## config.mk

```make
export PLATFORM = sky130hd
export DESIGN_NAME = adc_seq_ctrl
export DESIGN_NICKNAME = d
export VERILOG_FILES = /design/src/rtl/adcseq_pkg.sv /design/src/rtl/adcseq_tick_gen.sv /design/src/rtl/adcseq_start_sel.sv /design/src/rtl/adcseq_conv_timer.sv /design/src/rtl/adc_seq_ctrl.sv
export SDC_FILE = /design/constraint.sdc
export NUM_CORES = 1
export LEC_CHECK = 0
export BUFFER_PORTS_ARGS = -buffer_cell sky130_fd_sc_hd__buf_4
export CORE_ASPECT_RATIO = 1.25
export CORE_MARGIN = 2
export CORE_UTILIZATION = 52
export DETAILED_ROUTE_END_ITERATION = 10
export PLACE_DENSITY = 0.89
export SLEW_MARGIN = 25
export SYNTH_ARGS = -nofsm -noshare
export SYNTH_HDL_FRONTEND = slang
export SYNTH_HIERARCHICAL = 1
export SYNTH_SLANG_ARGS = --single-unit
```

## constraint.sdc

```tcl
create_clock -name clk -period 3.29 [get_ports clk]
set_clock_uncertainty 0.15 [all_clocks]
set_input_delay 0.4935 -clock clk [delete_from_list [all_inputs] [get_ports clk]]
set_output_delay 0.4935 -clock clk [all_outputs]
set_load 0.03 [all_outputs]
```

## src/rtl/adcseq_pkg.sv

```systemverilog
// Shared types for the ADC sequencer.
// Assumes: the 3-bit start-source code keeps 000 as software and 111 as auto.
package adcseq_pkg;

    // Number of conversion-clock periods in one conversion
    localparam int unsigned CONV_TICKS_DEF = 14;

    typedef enum logic [1:0] {
        TRIG_SOFT = 2'd0,
        TRIG_EXT  = 2'd1,
        TRIG_AUTO = 2'd2
    } trig_mode_e;

    // Map the raw 3-bit select onto a start-source class
    function automatic trig_mode_e decode_trig(input logic [2:0] sel);
        if (sel == 3'b000)
            return TRIG_SOFT;
        else if (sel == 3'b111)
            return TRIG_AUTO;
        else
            return TRIG_EXT;
    endfunction

endpackage

```

## src/rtl/adcseq_tick_gen.sv

```systemverilog
// Conversion clock divider: asserts tick_o once every div_i+1 clocks.
// Assumes: the counter is held at zero while run_i is low, and restart_i
// realigns the period so that the next tick comes a full period later.
module adcseq_tick_gen #(
    parameter int DIV_W = 6
) (
    input  logic             clk,
    input  logic             rst_n,
    input  logic             run_i,
    input  logic             restart_i,
    input  logic [DIV_W-1:0] div_i,
    output logic             tick_o
);

    logic [DIV_W-1:0] cnt_q;

    // Tick when the count reaches the divider (>= guards a lowered setting)
    assign tick_o = run_i && (cnt_q >= div_i);

    // Period counter: cleared when idle, on restart and on each tick
    always_ff @(posedge clk) begin
        if (!rst_n)
            cnt_q <= '0;
        else if (!run_i || restart_i || tick_o)
            cnt_q <= '0;
        else
            cnt_q <= cnt_q + 1'b1;
    end

    AST_TICK_SPACING: assert property (@(posedge clk) disable iff (!rst_n)
        (tick_o && div_i != '0) |=> (!tick_o || div_i == '0));

endmodule

```

## src/rtl/adcseq_start_sel.sv

```systemverilog
// Start-source selector: decides the cycle in which acquisition ends and
// a conversion begins, for software, auto and external modes.
// Assumes: start_o is consumed combinationally by the divider and timer;
// it is only raised while enabled and idle.
module adcseq_start_sel
    import adcseq_pkg::*;
#(
    parameter int SAMC_W = 5
) (
    input  logic              clk,
    input  logic              rst_n,
    input  logic              en_i,
    input  logic              busy_i,
    input  logic              tick_i,
    input  trig_mode_e        mode_i,
    input  logic              samp_i,
    input  logic              ext_i,
    input  logic [SAMC_W-1:0] samc_i,
    output logic              start_o
);

    logic              samp_q;
    logic [SAMC_W-1:0] acq_q;
    logic [SAMC_W-1:0] acq_last;
    logic              armed;
    logic              hit;

    // Last acquisition tick index; a zero count behaves as one
    assign acq_last = (samc_i == '0) ? '0 : samc_i - 1'b1;
    assign armed    = en_i && !busy_i;

    // Per-mode start condition
    always_comb begin
        unique case (mode_i)
            TRIG_SOFT: hit = samp_q && !samp_i;
            TRIG_AUTO: hit = tick_i && (acq_q >= acq_last);
            default:   hit = ext_i;
        endcase
    end

    assign start_o = armed && hit;

    // Previous sample bit for falling-edge detection
    always_ff @(posedge clk) begin
        if (!rst_n)
            samp_q <= 1'b0;
        else
            samp_q <= samp_i;
    end

    // Acquisition period counter for auto mode
    always_ff @(posedge clk) begin
        if (!rst_n)
            acq_q <= '0;
        else if (!armed || mode_i != TRIG_AUTO || start_o)
            acq_q <= '0;
        else if (tick_i)
            acq_q <= acq_q + 1'b1;
    end

    AST_SOFT_EDGE: assert property (@(posedge clk) disable iff (!rst_n)
        (start_o && mode_i == TRIG_SOFT) |-> ($past(samp_i) && !samp_i));

endmodule

```

## src/rtl/adcseq_conv_timer.sv

```systemverilog
// Conversion timer: holds busy for TICKS conversion-clock periods, then
// raises a write strobe and a registered done pulse.
// Assumes: start_i only arrives while idle; a low en_i aborts at once.
module adcseq_conv_timer #(
    parameter int TICKS = 14,
    localparam int CW   = $clog2(TICKS)
) (
    input  logic clk,
    input  logic rst_n,
    input  logic en_i,
    input  logic start_i,
    input  logic tick_i,
    output logic write_o,
    output logic busy_o,
    output logic done_o
);

    localparam logic [CW-1:0] LAST = CW'(TICKS - 1);

    logic          busy_q;
    logic          done_q;
    logic [CW-1:0] cnt_q;

    // Final tick of a conversion that is still enabled
    assign write_o = busy_q && en_i && tick_i && (cnt_q == LAST);

    // Busy state: set on start, cleared on completion or abort
    always_ff @(posedge clk) begin
        if (!rst_n)
            busy_q <= 1'b0;
        else if (!en_i)
            busy_q <= 1'b0;
        else if (start_i)
            busy_q <= 1'b1;
        else if (write_o)
            busy_q <= 1'b0;
    end

    // Tick counter within a conversion
    always_ff @(posedge clk) begin
        if (!rst_n)
            cnt_q <= '0;
        else if (!busy_q || !en_i || write_o)
            cnt_q <= '0;
        else if (tick_i)
            cnt_q <= cnt_q + 1'b1;
    end

    // One-cycle completion pulse
    always_ff @(posedge clk) begin
        if (!rst_n)
            done_q <= 1'b0;
        else
            done_q <= write_o;
    end

    assign busy_o = busy_q;
    assign done_o = done_q;

    AST_CNT_BOUND: assert property (@(posedge clk) disable iff (!rst_n)
        busy_q |-> (cnt_q <= LAST));
    AST_NO_START_BUSY: assert property (@(posedge clk) disable iff (!rst_n)
        busy_q |-> !start_i);
    AST_DONE_PULSE: assert property (@(posedge clk) disable iff (!rst_n)
        done_q |=> !done_q);
    AST_ABORT_CLEAR: assert property (@(posedge clk) disable iff (!rst_n)
        (busy_q && !en_i) |=> (!busy_q && !done_q));

endmodule

```

## src/rtl/adc_seq_ctrl.sv

```systemverilog
// ADC sample and conversion sequencer top: ties the divider, start
// selector and conversion timer together and owns the result register.
// Assumes: conv_data_i is valid in the cycle of the last conversion tick.
module adc_seq_ctrl
    import adcseq_pkg::*;
#(
    parameter int DATA_W     = 12,
    parameter int DIV_W      = 6,
    parameter int SAMC_W     = 5,
    parameter int CONV_TICKS = CONV_TICKS_DEF
) (
    input  logic              clk,
    input  logic              rst_n,
    input  logic              enable_i,
    input  logic              sample_i,
    input  logic [2:0]        trig_sel_i,
    input  logic [SAMC_W-1:0] acq_cnt_i,
    input  logic [DIV_W-1:0]  clk_div_i,
    input  logic              ext_trig_i,
    input  logic [DATA_W-1:0] conv_data_i,
    output logic [DATA_W-1:0] result_o,
    output logic              done_o,
    output logic              busy_o
);

    trig_mode_e        mode;
    logic              tick;
    logic              start;
    logic              write;
    logic              busy;
    logic [DATA_W-1:0] result_q;

    assign mode = decode_trig(trig_sel_i);

    adcseq_tick_gen #(.DIV_W(DIV_W)) u_tick (
        .clk       (clk),
        .rst_n     (rst_n),
        .run_i     (enable_i),
        .restart_i (start),
        .div_i     (clk_div_i),
        .tick_o    (tick)
    );

    adcseq_start_sel #(.SAMC_W(SAMC_W)) u_start (
        .clk     (clk),
        .rst_n   (rst_n),
        .en_i    (enable_i),
        .busy_i  (busy),
        .tick_i  (tick),
        .mode_i  (mode),
        .samp_i  (sample_i),
        .ext_i   (ext_trig_i),
        .samc_i  (acq_cnt_i),
        .start_o (start)
    );

    adcseq_conv_timer #(.TICKS(CONV_TICKS)) u_timer (
        .clk     (clk),
        .rst_n   (rst_n),
        .en_i    (enable_i),
        .start_i (start),
        .tick_i  (tick),
        .write_o (write),
        .busy_o  (busy),
        .done_o  (done_o)
    );

    // Result register: loaded only by a completed conversion
    always_ff @(posedge clk) begin
        if (!rst_n)
            result_q <= '0;
        else if (write)
            result_q <= conv_data_i;
    end

    assign result_o = result_q;
    assign busy_o   = busy;

    AST_RESULT_HOLD: assert property (@(posedge clk) disable iff (!rst_n)
        !write |=> $stable(result_o));
    AST_OFF_NO_START: assert property (@(posedge clk) disable iff (!rst_n)
        !enable_i |-> !start);
    AST_DONE_DROPS_BUSY: assert property (@(posedge clk) disable iff (!rst_n)
        done_o |-> !busy_o);

endmodule

```

==> run metrics, run 1 <==
status=finished, final reports clean; most frequent cells in the layout=buf_4 (45), dfxtp_1 (30), nor2_1 (17), nor2b_1 (17), ha_1 (17); ratio of cells with drive above 1 in the final layout=between 20 and 30%; vias in the first global route=between 1,000 and 1,500; number of port buffers=44; mean area per synthesized cell=~9.7 um2; final slew viol count=0; Reg2Reg Capture Point=u_tick/cnt_q[5]$_SDFF_PP0_; Slew headroom=roughly four fifths; maxcap violations=0; slowest CP cell=a311oi_2; WL final=~3300 um; Clock Pin Slew Worst Setup and Hold Paths=~60 ps; worst IR drop on VDD=between 0.3 and 0.4 mV; pwr dens=~380 nW/um2; Fin. Hold Viols=0; Buf/Inv on CP=2; CTS tree=done; GPL Wtd Cong=between 0.7 and 0.8; largest stage delay on the critical path=~320 ps; CP max FO=6; Post-CTS Resized=0; Design Power=approximately 800 uW; Fmax=between 300 and 400 MHz; DR vias/cell=between 5 and 6; htree depth=2; final period utilization=between 80% and 90%; RSZ-0062 raised after global routing=false; Wirelength per Cell=12.7 um; Mapped Cells=173; hpwl dp=2500 um; ant diodes=0; Worst Hold Class=in2reg; CP Launch Type=input port; ANT nets after route=0; fraction of the yosys area taken by sequential cells=between 30% and 40%; CP Launch Point=acq_cnt_i[0]; Total Routing Usage GR=between 20% and 30%; DP Cell Count=between 200 and 300; Hold Slack=between 200 and 300 ps; post-layout net count=270; Overflow after GRT=0; commonest non-fill, non-tap cell in the layout=buf_4; worst skew pair latency=about 280 ps; post-layout min period=just under 3000 ps; pin count of the biggest net entering global routing=19; Crit Path Class=in2reg; Leakage=~0.00094 uW; # clock sinks=30; Max Buffers Root-to-Sink=2; #FFs+latches synth=30; critical-path cell list=buf_4, inv_1, ha_1, nor2b_1, nor2b_1, mux2i_1, ha_1, a21o_1, a311oi_2, o21a_1, nor3_1, nand3b_1, a311oi_2, o21ai_2, nor2_1; syn_nets=around 220; Synth-to-Final Area Change=28.6%; Post-synth top flop=dfxtp_1; Crit path depth=15; asr flop ratio synth=0%; Core Rows=23; register area=~600 um2; Residual DRC=0; Yosys warning count=6; total number of vias=about 1,400; WP data required=about 3400 ps; Fillers=about 250; Post-Layout Cell Count=259; chip width=54.8 um; Crit. End Element=flip-flop; Post-CTS Setup Bufs=0; CP endpoint=u_tick/cnt_q[5]$_SDFF_PP0_; setup violators final=0; Placement Setup Slack=between 50 and 60 ps; Setup TNS Final=0 ps; final worst slack=335 ps; family with the most delay on the worst path=compound AO/OA/AOI/OAI gates; chip height=67.5 um; root buffer cell=clkbuf_8; Worst R2R Start=u_tick/cnt_q[0]$_SDFF_PP0_; Initial Util=53.5%; I/O Pins=45; multi-input logic area=around 1000 um2; area of the core=3140 um2; flop-to-flop setup slack=roughly 510 ps; CTS buffer count=5; Worst Path Arrival=approximately 3000 ps; initial antenna violation count=0; Worst Tran Pin Value=around 270 ps; DIE AREA=about 3700 um2; Synth Cell Area=around 1700 um2; DRT Pass-1 Iters=4; EDFF count, synth=0; Post-CTS Hold Fix Bufs=0; Starting DRT DRC Count=18; post-synth cell types=38; first-pass GRT wire length=between 5000 and 6000 um; r2r worst-path depth=13
==> area by class of cell <==
type	count	area share, %
Clock inverter	1	1.39
Multi-Input combinational cell	128	46.3
Timing Repair Buffer	46	16.6
Inverter	11	1.91
Sequential cell	30	27.8
Tap cell	37	2.15
Clock buffer	6	3.83
==> per-stage QoR <==
step	utilization (%)	instance area [um2]
floorplan	-	1680
global placement	65.2	2040
detailed placement	65.2	2040
CTS	68.8	2160
global route	68.8	2160
finish	68.8	2160
==> logic make-up (layout without fill, tap and decap cells) <==
| kind of cell | after synthesis | after routing | synth area share [%] |
|---|---|---|---|
| AO/OA/AOI/OAI | 22 | 22 | 11.7 |
| buffers and inverters | 15 | 64 | 4.70 |
| adder cells (fa/ha/maj) | 17 | 17 | 12.7 |
| AND/OR/NAND/NOR | 66 | 66 | 22.1 |
| multiplexers | 14 | 14 | 8.35 |
| flip-flops | 30 | 30 | 35.8 |
| XOR/XNOR | 9 | 9 | 4.70 |
==> power breakdown <==
part	internal, uW	total, uW	switching, uW	leakage (uW)
clock	242	374	132	0.0000573
combinational	43.3	76.3	33.0	0.000644
sequential	366	368	2.00	0.000242
==> cells in the mapped netlist, types with 2 or more instances <==
cell type  instances  area share, %
a31oi_1            2           0.75
a311oi_2           2            1.8
nor2b_1           17            6.3
a21o_1             4            1.8
o21ai_0            2           0.60
inv_1             11            2.5
nor2_1            17            3.8
nand2_1            3           0.67
xor2_1             5            2.6
nand3b_1           2           0.89
buf_6              3            2.0
xnor2_1            4            2.1
and3_2             2           0.89
or2b_2             2            1.0
nand2b_1           2           0.75
ha_1              17             13
a21oi_1            3           0.89
mux2i_1           14            8.4
dfxtp_1           30             36
nor3_1             5            1.5
a211oi_1           2           0.89
nand3_1            4            1.2
and2_1             2           0.75
nand4_1            4            1.5
==> worst register-to-register path, delay by kind of cell, from the launching register on <==
kind                     cells  cell delay [ps]
AO/OA/AOI/OAI                6             1170
adder cells (fa/ha/maj)      1              260
buffers and inverters        1               60
flip-flops                   1              380
AND/OR/NAND/NOR              5              700
==> flip-flops by register name, summed over array words and instances (netlist names) <==
| name | cells |
|---|---|
| u_tick/cnt_q | 6 |
| u_start/acq_q | 5 |
| u_timer/cnt_q | 4 |
| u_timer/done_o | 1 |
| u_start/samp_q | 1 |
| u_timer/busy_o | 1 |
| result_o | 12 |
==> how the worst min path moves through the flow <==
stage | startpoint | endpoint | cells after the start
finish | sample_i | u_start/samp_q$_SDFF_PN0_ | 2
global placement | u_tick/cnt_q[0]$_SDFF_PP0_ | u_tick/cnt_q[0]$_SDFF_PP0_ | 1
global route | sample_i | u_start/samp_q$_SDFF_PN0_ | 2
CTS | sample_i | u_start/samp_q$_SDFF_PN0_ | 2
floorplan | u_tick/cnt_q[0]$_SDFF_PP0_ | u_tick/cnt_q[0]$_SDFF_PP0_ | 1
detailed placement | u_tick/cnt_q[0]$_SDFF_PP0_ | u_tick/cnt_q[0]$_SDFF_PP0_ | 1
==> metal layers <==
layer	global-route usage (%)	routed length [um]
met5	0	0
met4	8.13	51
met3	6.86	175
met2	35.3	1710
met1	22.8	1370
Note: power is estimated with default switching activity, not from simulation.
==> run 2: changes to the inputs <==
CORE_UTILIZATION = 55   (was 52)
PLACE_DENSITY = 0.93   (was 0.89)
SLEW_MARGIN = 20   (was 25)
clock period = 3.54 ns   (was 3.29 ns; I/O delays follow)
==> run 2 against run 1 <==
- clock power shrank 3%
- routed wire length is 3.0% higher
- largest cell class unchanged
- register-to-register slack improved by 110 ps
- non-clock buffer count decreased by 1
- combinational power shrank 7.3%
- final area decreased by 1.0%
- die area fell by 5.1%
==> run metrics, run 2 (synthesis results as in run 1) <==
CP Launch Type=input port; ant diodes=0 (unchanged); Slew headroom=72.1% (-9.6 points); total number of vias=1,378 (+1.7%); RSZ-0062 raised after global routing=false; DRT Pass-1 Iters=4 (unchanged); post-layout net count=269 (-0.37%); CTS buffer count=5 (unchanged); Post-CTS Resized=0 (unchanged); chip height=65.8 um (-2.6%); most frequent cells in the layout=buf_4 (45), dfxtp_1 (30), nor2_1 (17), nor2b_1 (17), ha_1 (17); htree depth=2 (unchanged); Residual DRC=0 (unchanged); Fin. Hold Viols=0 (unchanged); I/O Pins=45 (unchanged); CP max FO=6 (unchanged); commonest non-fill, non-tap cell in the layout=buf_4; CTS tree=done; Fillers=231 (-8.7%); Crit. End Element=flip-flop; Worst Path Arrival=3110 ps (+90 ps); Core Rows=22 (-4.3%); # clock sinks=30 (unchanged); setup violators final=0 (unchanged); Post-CTS Setup Bufs=0 (unchanged); worst skew pair latency=330 ps (+50 ps); max FFs per register=12 (unchanged); Crit Path Class=in2reg; ANT nets after route=0 (unchanged); Leakage=0.000936 uW (-0.74%); pwr dens=362 nW/um2 (-4.4%); Starting DRT DRC Count=28 (+10); top layer in use=met4; root buffer cell=clkbuf_4; Worst Tran Pin Value=418 ps (+145 ps); Setup TNS Final=0 ps (unchanged); pin count of the biggest net entering global routing=19 (unchanged); initial antenna violation count=0 (unchanged); first-pass GRT wire length=5580 um (+2.0%); status=finished, final reports clean; Wirelength per Cell=13.2 um (+3.4%); DR vias/cell=5.34 (+2.1%); Fmax=around 330 MHz; DIE AREA=3510 um2 (-5.1%); worst IR drop on VDD=0.373 mV (+11%); Max Buffers Root-to-Sink=2 (unchanged); GPL Wtd Cong=0.722 (-8.4%); met3 wire len=141 um (-19%); final worst slack=550 ps (+215 ps); number of port buffers=44 (unchanged); flop-to-flop setup slack=620 ps (+110 ps); Clock Pin Slew Worst Setup and Hold Paths=90 ps (+30 ps); ratio of cells with drive above 1 in the final layout=29.7% (unchanged); WL final=3400 um (+3.0%); Hold Slack=257 ps (-14.5 ps); WL met1=1380 um (+0.95%); final slew viol count=0 (unchanged); final period utilization=84.5%; area of the core=2920 um2 (-7.0%); chip width=53.4 um (-2.6%); post-layout min period=around 3000 ps; Overflow after GRT=0 (unchanged); DR WL met2=1790 um (+4.7%); vias in the first global route=1,315 (-1.1%); Initial Util=57.5% (+4.0 points); Post-CTS Hold Fix Bufs=0 (unchanged); hpwl dp=2530 um (+1.2%); Total Routing Usage GR=22.0% (+1.4 points); Synth-to-Final Area Change=27.2%; maxcap violations=0 (unchanged); Worst Hold Class=in2reg; Placement Setup Slack=235 ps (+181 ps); WP data required=3660 ps (+300 ps)
## run 2: stage by stage
stage / utilization, % / cell area (um2) / total power (uW) / instances
final: 73.2 / 2130 / 774 / 258
after global routing: 73.2 / 2130 / 810 / 258
after CTS: 73.2 / 2130 / 779 / 258
after detailed placement: 69.3 / 2020 / 420 / 250
after global placement: 69.3 / 2020 / 418 / 250
after floorplan: - / 1680 / 384 / 173
## run 2: power by group
group	switching, uW	internal [uW]
Combinational	30.6	40.1
Clock	122	239
Sequential	1.75	339
## run 2: final timing paths
kind	startpoint	to	cells after the start
worst min register to register	u_tick/cnt_q[0]$_SDFF_PP0_	u_tick/cnt_q[0]$_SDFF_PP0_	1
worst min-delay path	sample_i	u_start/samp_q$_SDFF_PN0_	2
worst max register to register	u_tick/cnt_q[0]$_SDFF_PP0_	u_tick/cnt_q[5]$_SDFF_PP0_	13
worst max-delay path	acq_cnt_i[0]	u_tick/cnt_q[5]$_SDFF_PP0_	15
## run 2: area by class of cell
cell class	count	area (um2)	area share, %
Clock inverter	2	60.1	2.81
Multi-Input combinational cell	128	998	46.8
Tap cell	36	45.0	2.11
Timing Repair Buffer	45	338	15.8
Inverter	11	41.3	1.93
Sequential cell	30	601	28.1
Clock buffer	6	51.3	2.40
## run 2: critical path, cell delays in order
cell and delay (ps):
buf_4 120, inv_1 70, ha_1 160, nor2b_1 180
nor2b_1 190, mux2i_1 200, ha_1 260, a21o_1 190
a311oi_2 330, o21a_1 170, nor3_1 50, nand3b_1 160
a311oi_2 210, o21ai_2 150, nor2_1 140
## run 2: metal layers
metal | GRT usage (%) | up-vias
li1 | - | 699
met4 | 10.3 | 0
met2 | 38.0 | 32
met3 | 6.14 | 7
met1 | 24.0 | 640
met5 | 0 | -
